### config.mk
export PLATFORM = sky130hd
export DESIGN_NAME = uart_loop_xcvr
export DESIGN_NICKNAME = d
export VERILOG_FILES = /design/src/rtl/uart_cfg_pkg.sv /design/src/rtl/uart_tick_gen.sv /design/src/rtl/uart_tx_path.sv /design/src/rtl/uart_rx_path.sv /design/src/rtl/uart_loop_xcvr.sv
export SDC_FILE = /design/constraint.sdc
export NUM_CORES = 1
export LEC_CHECK = 0
export BUFFER_PORTS_ARGS = -buffer_cell sky130_fd_sc_hd__buf_2
export CAP_MARGIN = 20
export CELL_PAD_IN_SITES_DETAIL_PLACEMENT = 1
export CELL_PAD_IN_SITES_GLOBAL_PLACEMENT = 2
export CORE_MARGIN = 2
export CORE_UTILIZATION = 35
export CTS_CLUSTER_SIZE = 8
export DETAILED_ROUTE_END_ITERATION = 12
export PLACE_DENSITY = 0.82
export RECOVER_POWER = 25
export SYNTH_ARGS = -nofsm -noshare
export SYNTH_HDL_FRONTEND = slang
export SYNTH_SLANG_ARGS = --single-unit
### constraint.sdc
create_clock -name clk -period 5.24 [get_ports clk]
set_clock_uncertainty 0.15 [all_clocks]
set_input_delay 0.262 -clock clk [delete_from_list [all_inputs] [get_ports clk]]
set_output_delay 0.262 -clock clk [all_outputs]
set_load 0.02 [all_outputs]
### src/rtl/uart_cfg_pkg.sv
package uart_cfg_pkg;

  typedef struct packed {
    logic loop;
    logic en;
    logic inv;
    logic nine;
    logic wake;
    logic idle_after_stop;
    logic par_en;
    logic par_odd;
  } ctrl_t;

  localparam int unsigned SAMPLES_PER_BIT = 16;

  function automatic logic [3:0] frame_len(input logic nine);
    return nine ? 4'd11 : 4'd10;
  endfunction

  function automatic logic [7:0] idle_limit(input logic nine);
    return nine ? 8'd176 : 8'd160;
  endfunction

endpackage

### src/rtl/uart_tick_gen.sv
module uart_tick_gen #(
  parameter int unsigned DIV = 4
) (
  input  logic clk,
  input  logic rst_n,
  input  logic en,
  output logic tick
);
  localparam int unsigned CW = (DIV > 1) ? $clog2(DIV) : 1;
  localparam logic [CW-1:0] LAST = CW'(DIV - 1);

  logic [CW-1:0] cnt_q, cnt_d;

  assign tick = en && (cnt_q == LAST);

  always_comb begin
    cnt_d = cnt_q;
    if (!en)       cnt_d = '0;
    else if (tick) cnt_d = '0;
    else           cnt_d = cnt_q + 1'b1;
  end

  always_ff @(posedge clk or negedge rst_n) begin
    if (!rst_n) cnt_q <= '0;
    else        cnt_q <= cnt_d;
  end
endmodule

### src/rtl/uart_tx_path.sv
module uart_tx_path
  import uart_cfg_pkg::*;
(
  input  logic       clk,
  input  logic       rst_n,
  input  ctrl_t      cfg,
  input  logic       tick,
  input  logic       wr,
  input  logic [8:0] wdata,
  output logic       hold_full,
  output logic       busy,
  output logic       ser
);
  logic [8:0]  hold_q, hold_d;
  logic        full_q, full_d;
  logic        busy_q, busy_d;
  logic [10:0] shr_q, shr_d;
  logic [3:0]  left_q, left_d;
  logic [3:0]  sub_q, sub_d;
  logic [8:0]  pay;
  logic [10:0] frame;

  assign hold_full = full_q;
  assign busy      = busy_q;
  assign ser       = (cfg.en && busy_q) ? shr_q[0] : 1'b1;

  always_comb begin
    pay = hold_q;
    if (!cfg.nine) pay[8] = 1'b0;
    if (cfg.par_en) begin
      if (cfg.nine) pay[8] = (^hold_q[7:0]) ^ cfg.par_odd;
      else          pay[7] = (^hold_q[6:0]) ^ cfg.par_odd;
    end
    frame = cfg.nine ? {1'b1, pay[8:0], 1'b0} : {2'b11, pay[7:0], 1'b0};
  end

  always_comb begin
    hold_d = hold_q;
    full_d = full_q;
    busy_d = busy_q;
    shr_d  = shr_q;
    left_d = left_q;
    sub_d  = sub_q;
    if (!cfg.en) begin
      full_d = 1'b0;
      busy_d = 1'b0;
      sub_d  = '0;
      left_d = '0;
    end else begin
      if (wr && !full_q) begin
        full_d = 1'b1;
        hold_d = wdata;
      end
      if (!busy_q && full_q) begin
        busy_d = 1'b1;
        full_d = 1'b0;
        shr_d  = frame;
        left_d = frame_len(cfg.nine);
        sub_d  = '0;
      end else if (busy_q && tick) begin
        sub_d = sub_q + 4'd1;
        if (sub_q == 4'd15) begin
          shr_d  = {1'b1, shr_q[10:1]};
          left_d = left_q - 4'd1;
          if (left_q == 4'd1) busy_d = 1'b0;
        end
      end
    end
  end

  always_ff @(posedge clk or negedge rst_n) begin
    if (!rst_n) begin
      hold_q <= '0;
      full_q <= 1'b0;
      busy_q <= 1'b0;
      shr_q  <= '1;
      left_q <= '0;
      sub_q  <= '0;
    end else begin
      hold_q <= hold_d;
      full_q <= full_d;
      busy_q <= busy_d;
      shr_q  <= shr_d;
      left_q <= left_d;
      sub_q  <= sub_d;
    end
  end
endmodule

### src/rtl/uart_rx_path.sv
module uart_rx_path
  import uart_cfg_pkg::*;
(
  input  logic       clk,
  input  logic       rst_n,
  input  ctrl_t      cfg,
  input  logic       tick,
  input  logic       smp,
  output logic       valid,
  output logic [8:0] data,
  output logic       ferr,
  output logic       perr,
  output logic       amark,
  output logic       idle
);
  typedef enum logic {RX_WAIT, RX_FRAME} rx_st_e;

  rx_st_e     st_q, st_d;
  logic [3:0] cnt_q, cnt_d;
  logic [3:0] idx_q, idx_d;
  logic       s7_q, s7_d, s8_q, s8_d;
  logic [8:0] buf_q, buf_d;
  logic       valid_q, valid_d;
  logic [8:0] data_q, data_d;
  logic       ferr_q, ferr_d, perr_q, perr_d, amark_q, amark_d;
  logic [7:0] icnt_q, icnt_d;
  logic       armed_q, armed_d;
  logic       idle_q, idle_d;
  logic       maj;
  logic [3:0] stop_idx;
  logic [7:0] thr;

  assign valid = valid_q;
  assign data  = data_q;
  assign ferr  = ferr_q;
  assign perr  = perr_q;
  assign amark = amark_q;
  assign idle  = idle_q;

  assign maj      = (s7_q & s8_q) | (s7_q & smp) | (s8_q & smp);
  assign stop_idx = cfg.nine ? 4'd10 : 4'd9;
  assign thr      = idle_limit(cfg.nine);

  always_comb begin
    st_d    = st_q;
    cnt_d   = cnt_q;
    idx_d   = idx_q;
    s7_d    = s7_q;
    s8_d    = s8_q;
    buf_d   = buf_q;
    valid_d = 1'b0;
    data_d  = data_q;
    ferr_d  = ferr_q;
    perr_d  = perr_q;
    amark_d = amark_q;
    icnt_d  = icnt_q;
    armed_d = armed_q;
    idle_d  = 1'b0;
    if (!cfg.en) begin
      st_d    = RX_WAIT;
      cnt_d   = '0;
      idx_d   = '0;
      buf_d   = '0;
      icnt_d  = '0;
      armed_d = 1'b0;
    end else begin
      if (tick) begin
        if (st_q == RX_WAIT) begin
          if (!smp) begin
            st_d  = RX_FRAME;
            cnt_d = 4'd1;
            idx_d = '0;
            buf_d = '0;
          end
        end else begin
          cnt_d = cnt_q + 4'd1;
          if (cnt_q == 4'd15) idx_d = idx_q + 4'd1;
          case (cnt_q)
            4'd7: s7_d = smp;
            4'd8: s8_d = smp;
            4'd9: begin
              if (idx_q == 4'd0) begin
                if (maj) st_d = RX_WAIT;
              end else if (idx_q == stop_idx) begin
                st_d    = RX_WAIT;
                valid_d = 1'b1;
                data_d  = buf_q;
                ferr_d  = !maj;
                perr_d  = cfg.par_en && ((^buf_q) ^ cfg.par_odd);
                amark_d = cfg.nine && !cfg.par_en && cfg.wake && buf_q[8];
              end else begin
                for (int k = 0; k < 9; k++) begin
                  if (idx_q == 4'(k + 1)) buf_d[k] = maj;
                end
              end
            end
            default: ;
          endcase
        end
        if (!smp || (cfg.idle_after_stop && st_q == RX_FRAME)) icnt_d = '0;
        else if (icnt_q < thr) icnt_d = icnt_q + 8'd1;
      end
      if (armed_q && icnt_q >= thr) begin
        idle_d  = 1'b1;
        armed_d = 1'b0;
      end
      if (valid_d) armed_d = 1'b1;
    end
  end

  always_ff @(posedge clk or negedge rst_n) begin
    if (!rst_n) begin
      st_q    <= RX_WAIT;
      cnt_q   <= '0;
      idx_q   <= '0;
      s7_q    <= 1'b1;
      s8_q    <= 1'b1;
      buf_q   <= '0;
      valid_q <= 1'b0;
      data_q  <= '0;
      ferr_q  <= 1'b0;
      perr_q  <= 1'b0;
      amark_q <= 1'b0;
      icnt_q  <= '0;
      armed_q <= 1'b0;
      idle_q  <= 1'b0;
    end else begin
      st_q    <= st_d;
      cnt_q   <= cnt_d;
      idx_q   <= idx_d;
      s7_q    <= s7_d;
      s8_q    <= s8_d;
      buf_q   <= buf_d;
      valid_q <= valid_d;
      data_q  <= data_d;
      ferr_q  <= ferr_d;
      perr_q  <= perr_d;
      amark_q <= amark_d;
      icnt_q  <= icnt_d;
      armed_q <= armed_d;
      idle_q  <= idle_d;
    end
  end
endmodule

### src/rtl/uart_loop_xcvr.sv
module uart_loop_xcvr
  import uart_cfg_pkg::*;
#(
  parameter int unsigned OVS_DIV = 4
) (
  input  logic       clk,
  input  logic       rst_n,
  input  logic       reg_wr,
  input  logic [7:0] reg_wdata,
  output logic [7:0] reg_rdata,
  input  logic       tx_wr,
  input  logic [8:0] tx_wdata,
  output logic       tx_empty,
  output logic       tx_done,
  output logic       tx_irq,
  output logic       txd,
  input  logic       rxd,
  output logic       rx_valid,
  output logic [8:0] rx_data,
  output logic       rx_frame_err,
  output logic       rx_par_err,
  output logic       rx_addr_mark,
  output logic       rx_idle
);
  ctrl_t      ctrl_q, ctrl_d;
  logic [1:0] sync_q, sync_d;
  logic       tick;
  logic       hold_full, tx_busy, tx_ser;
  logic       rx_in;

  always_comb begin
    ctrl_d = ctrl_q;
    if (reg_wr) ctrl_d = ctrl_t'(reg_wdata);
    sync_d = {sync_q[0], rxd};
  end

  always_ff @(posedge clk or negedge rst_n) begin
    if (!rst_n) begin
      ctrl_q <= '0;
      sync_q <= 2'b11;
    end else begin
      ctrl_q <= ctrl_d;
      sync_q <= sync_d;
    end
  end

  assign reg_rdata = ctrl_q;

  uart_tick_gen #(.DIV(OVS_DIV)) u_tick (
    .clk  (clk),
    .rst_n(rst_n),
    .en   (ctrl_q.en),
    .tick (tick)
  );

  uart_tx_path u_tx (
    .clk      (clk),
    .rst_n    (rst_n),
    .cfg      (ctrl_q),
    .tick     (tick),
    .wr       (tx_wr),
    .wdata    (tx_wdata),
    .hold_full(hold_full),
    .busy     (tx_busy),
    .ser      (tx_ser)
  );

  assign rx_in = ctrl_q.loop ? tx_ser : sync_q[1];

  uart_rx_path u_rx (
    .clk  (clk),
    .rst_n(rst_n),
    .cfg  (ctrl_q),
    .tick (tick),
    .smp  (rx_in),
    .valid(rx_valid),
    .data (rx_data),
    .ferr (rx_frame_err),
    .perr (rx_par_err),
    .amark(rx_addr_mark),
    .idle (rx_idle)
  );

  assign txd      = (ctrl_q.loop ? 1'b1 : tx_ser) ^ ctrl_q.inv;
  assign tx_empty = !ctrl_q.en || !hold_full;
  assign tx_done  = !ctrl_q.en || (!hold_full && !tx_busy);
  assign tx_irq   = ctrl_q.en && !hold_full;
endmodule

==> flow_metrics.py <==
metrics = {
    "floorplan": {
        "core_area_sq_mm": 0.01191,
        "ios": 48,
        "initial_core_util": 0.3568,
        "rows": 40,
        "die_w_microns": 114.2,
        "die_h_microns": 114.2,
        "dieArea_sq_mm": 0.01304,
    },
    "grt": {
        "grt_util_met2": 0.2837,
        "grt_antenna_before_repair": 0,
        "grt_pass1_wl_mm": 16.69,
        "grt_pass1_vias": 3340,
        "grtUsageMet3": 0.04711,
        "met1_usage": 0.2026,
        "grt.total_usage": 0.1633,
        "grt_max_degree": 68,
        "overflow": 0,
        "globalRoute.busiestLayer": "met2",
    },
    "logic_synthesis": {
        "synth_edf_count": 0,
        "synth_nets": 418,
        "async_flop_share": 1.000,
        "syn_area_per_cell_sq_um": 11.13,
        "ys_seq_area_frac": 0.4987,
        "ys_types": 64,
        "syn_inst": 382,
        "ys_ff_latch": 84,
        "synthFlopType": "dfrtp_1",
        "synth_warnings": 0,
        "synthesis.area_sq_mm": 0.004250,
    },
    "clocking": {
        "clk_latency_ns": 0.35,
        "cts_tree": "done",
        "cts.clk_slew.worst_paths_ns": 0.06,
        "cts-hold-fix-buffers": 16,
        "root_buffer": "clkbuf_16",
        "cts_buffer_depth": 2,
        "cts.repair.resized": 0,
        "cts_sinks": 84,
        "htreeDepth": 3,
        "cts_setup_buffers": 0,
        "numCtsBuffers": 9,
    },
    "power_and_ir_drop": {
        "internal_power_uw": 1324,
        "sw_frac_of_total": 0.2672,
        "p_per_area_mw_per_mm2": 355.4,
        "netSwitchingPower_uw": 482.7,
        "seq_power_share": 0.444,
        "share_comb_of_total_power": 0.165,
        "irDropWorstVdd_uv": 226.7,
        "p_leak_uw": 0.002156,
        "p_clk_frac": 0.391,
    },
    "critical_path": {
        "critPathLaunchType": "register",
        "cp.arrival_ns": 2.56,
        "critPathKind": "register to primary output",
        "rr_worst_depth": 5,
        "worstPathMaxFanout": 24,
        "crit_chain": "clkbuf_1, nand2_1, nor3_1, xnor2_1, buf_2",
        "cp.required_ns": 4.83,
        "end_kind": "primary output",
        "crit_slowest_cell": "clkbuf_1",
        "regToRegSetupSlack_ns": 2.41,
        "cpPeakStageDelay_ns": 0.77,
    },
    "layout": {
        "utilization": 0.4267,
        "diodes": 0,
        "final_cell_mix": "dfrtp_1, nand2_1, o21ai_0, buf_2, mux2_2",
        "nets": 480,
        "finalNonFillerCells": 596,
        "mostFrequentLayoutCell": "dfrtp_1",
        "drive_gt1_frac": 0.2094,
        "fin_area_sq_mm": 0.005082,
        "fillers": 1337,
        "synthToLayoutAreaGrowth_pct": 19.58,
    },
    "detailed_routing": {
        "drt_iter0_drc": 113,
        "ant_nets": 0,
        "totalWireLength_mm": 9.682,
        "wl_per_cell_microns": 16.24,
        "vias": 3072,
        "first_pass_iters": 4,
        "via_per_inst": 5.154,
        "drc": 0,
    },
    "sta": {
        "setup_viol": 0,
        "rsz0062_at_grt": "no",
        "tightestPinTransition_ns": 0.9657,
        "slew_viol_final": 0,
        "setup_tns_ns": 0,
        "fmax_ghz": 0.3368,
        "period_needed_ns": 2.969,
        "hold_viol": 0,
        "relSlewSlack": 0.3562,
        "fin_crit_sh": 0.5666,
    },
    "outcome": {
        "status": "finished clean",
    },
    "place": {
        "port_buffers": 47,
        "dp.cells": 562,
        "place_hpwl_mm": 6.746,
        "postPlaceCellArea_sq_mm": 0.004601,
        "place_congestion": 0.7477,
    },
    "worst_hold_path": {
        "hp-class": "primary input to register",
        "min_path_cells": 2,
    },
    "run": {
        "drv_cap": 0,
    },
}
-- sequential cells by signal, indices dropped and copies added (netlist names) --
name and flops:
u_rx.armed_q 1, u_tx.busy 1, u_rx.amark 1, u_rx.buf_q 9, u_rx.valid 1, u_rx.cnt_q 4, u_tick.cnt_q 2, u_tx.shr_q 10
u_rx.s8_q 1, u_tx.left_q 4, u_tx.sub_q 4, u_rx.idle 1, sync_q 2, u_rx.icnt_q 8, u_rx.s7_q 1, u_rx.ferr 1
u_rx.st_q 1, u_rx.data 9, u_rx.idx_q 4, reg_rdata 8, u_tx.hold_full 1, u_tx.hold_q 9, u_rx.perr 1
-- worst max-delay path, delay by kind of cell (launching register included) --
kind | cells | cell delay (ns)
flops | 1 | 0.67
buf+inv | 2 | 0.95
simple gates | 2 | 0.42
xor+xnor | 1 | 0.16
-- through the flow --
stage	hold slack, ns	power (uW)	setup slack, ns
floorplan	-0.1836	1022	3.239
global placement	-0.01351	1097	2.670
detailed placement	-0.005987	1108	2.587
CTS	0.001386	1831	2.568
global route	0.006299	1899	1.971
finish	0.01493	1806	2.271
-- power groups by stage --
stage | clock network (uW) | registers (uW) | logic [uW]
after floorplan | 0 | 795 | 227
after global placement | 0 | 811 | 286
after detailed placement | 0 | 814 | 294
after CTS | 722 | 804 | 305
after global routing | 748 | 815 | 336
final | 706 | 803 | 298
-- layer usage --
layer	up-vias	share of wire
li1	1483	-
met1	1533	0.45
met2	47	0.51
met3	9	0.037
met4	0	0.0098
met5	-	0
-- area by class of cell --
class | instances | area (sq um) | area share
tap | 147 | 183.9 | 0.03619
inverter | 13 | 48.80 | 0.009601
clock buffer | 10 | 239.0 | 0.04702
clock inverter | 6 | 95.09 | 0.01871
multi-input combinational | 269 | 1996 | 0.3927
timing repair buffer | 67 | 400.4 | 0.07878
sequential | 84 | 2120 | 0.4170
-- synthesized netlist by cell type (all sizes together) (3+ instances only) --
| library cell | count | area (sq um) |
|---|---|---|
| clkbuf | 8 | 30.03 |
| nand4 | 9 | 56.30 |
| inv | 13 | 48.80 |
| mux2 | 28 | 330.3 |
| and3 | 4 | 25.02 |
| mux2i | 9 | 90.09 |
| dfrtp | 70 | 1752 |
| nor4b | 3 | 41.29 |
| nor2b | 12 | 75.07 |
| nor3 | 4 | 31.28 |
| nand3 | 17 | 90.09 |
| buf | 8 | 56.31 |
| ha | 14 | 175.2 |
| a21oi | 10 | 53.80 |
| nand2 | 34 | 127.6 |
| a22oi | 4 | 30.03 |
| dfstp | 14 | 367.9 |
| o21ai | 30 | 161.4 |
| xnor2 | 22 | 192.7 |
| a21boi | 4 | 30.03 |
| xor2 | 4 | 35.03 |
| nor2 | 19 | 71.32 |
-- cells by family (layout without fill, tap and decap cells) --
kind of cell / Yosys count / count (layout) / share of synthesized area
AO/OA/AOI/OAI: 71 / 71 / 0.1125
XOR/XNOR: 28 / 28 / 0.06417
adder cells (fa/ha/maj): 15 / 15 / 0.04357
buffers and inverters: 29 / 96 / 0.03180
flip-flops: 84 / 84 / 0.4987
multiplexers: 37 / 37 / 0.09891
AND/OR/NAND/NOR: 118 / 118 / 0.1504
-- path summary, 6_finish.rpt --
path                                               start                    endpoint
worst max-delay path            reg_rdata[6]$_DFFE_PN0P_                         txd
worst min-delay path                        reg_wdata[5]    reg_rdata[5]$_DFFE_PN0P_
worst max register to register  reg_rdata[6]$_DFFE_PN0P_  u_tx.left_q[3]$_DFFE_PN0P_
worst min register to register       sync_q[0]$_DFF_PN1_         sync_q[1]$_DFF_PN1_
max in group asynchronous                          rst_n    reg_rdata[5]$_DFFE_PN0P_
min in group asynchronous                          rst_n    u_rx.data[1]$_DFFE_PN0P_
(Power assumes the default switching activity.)
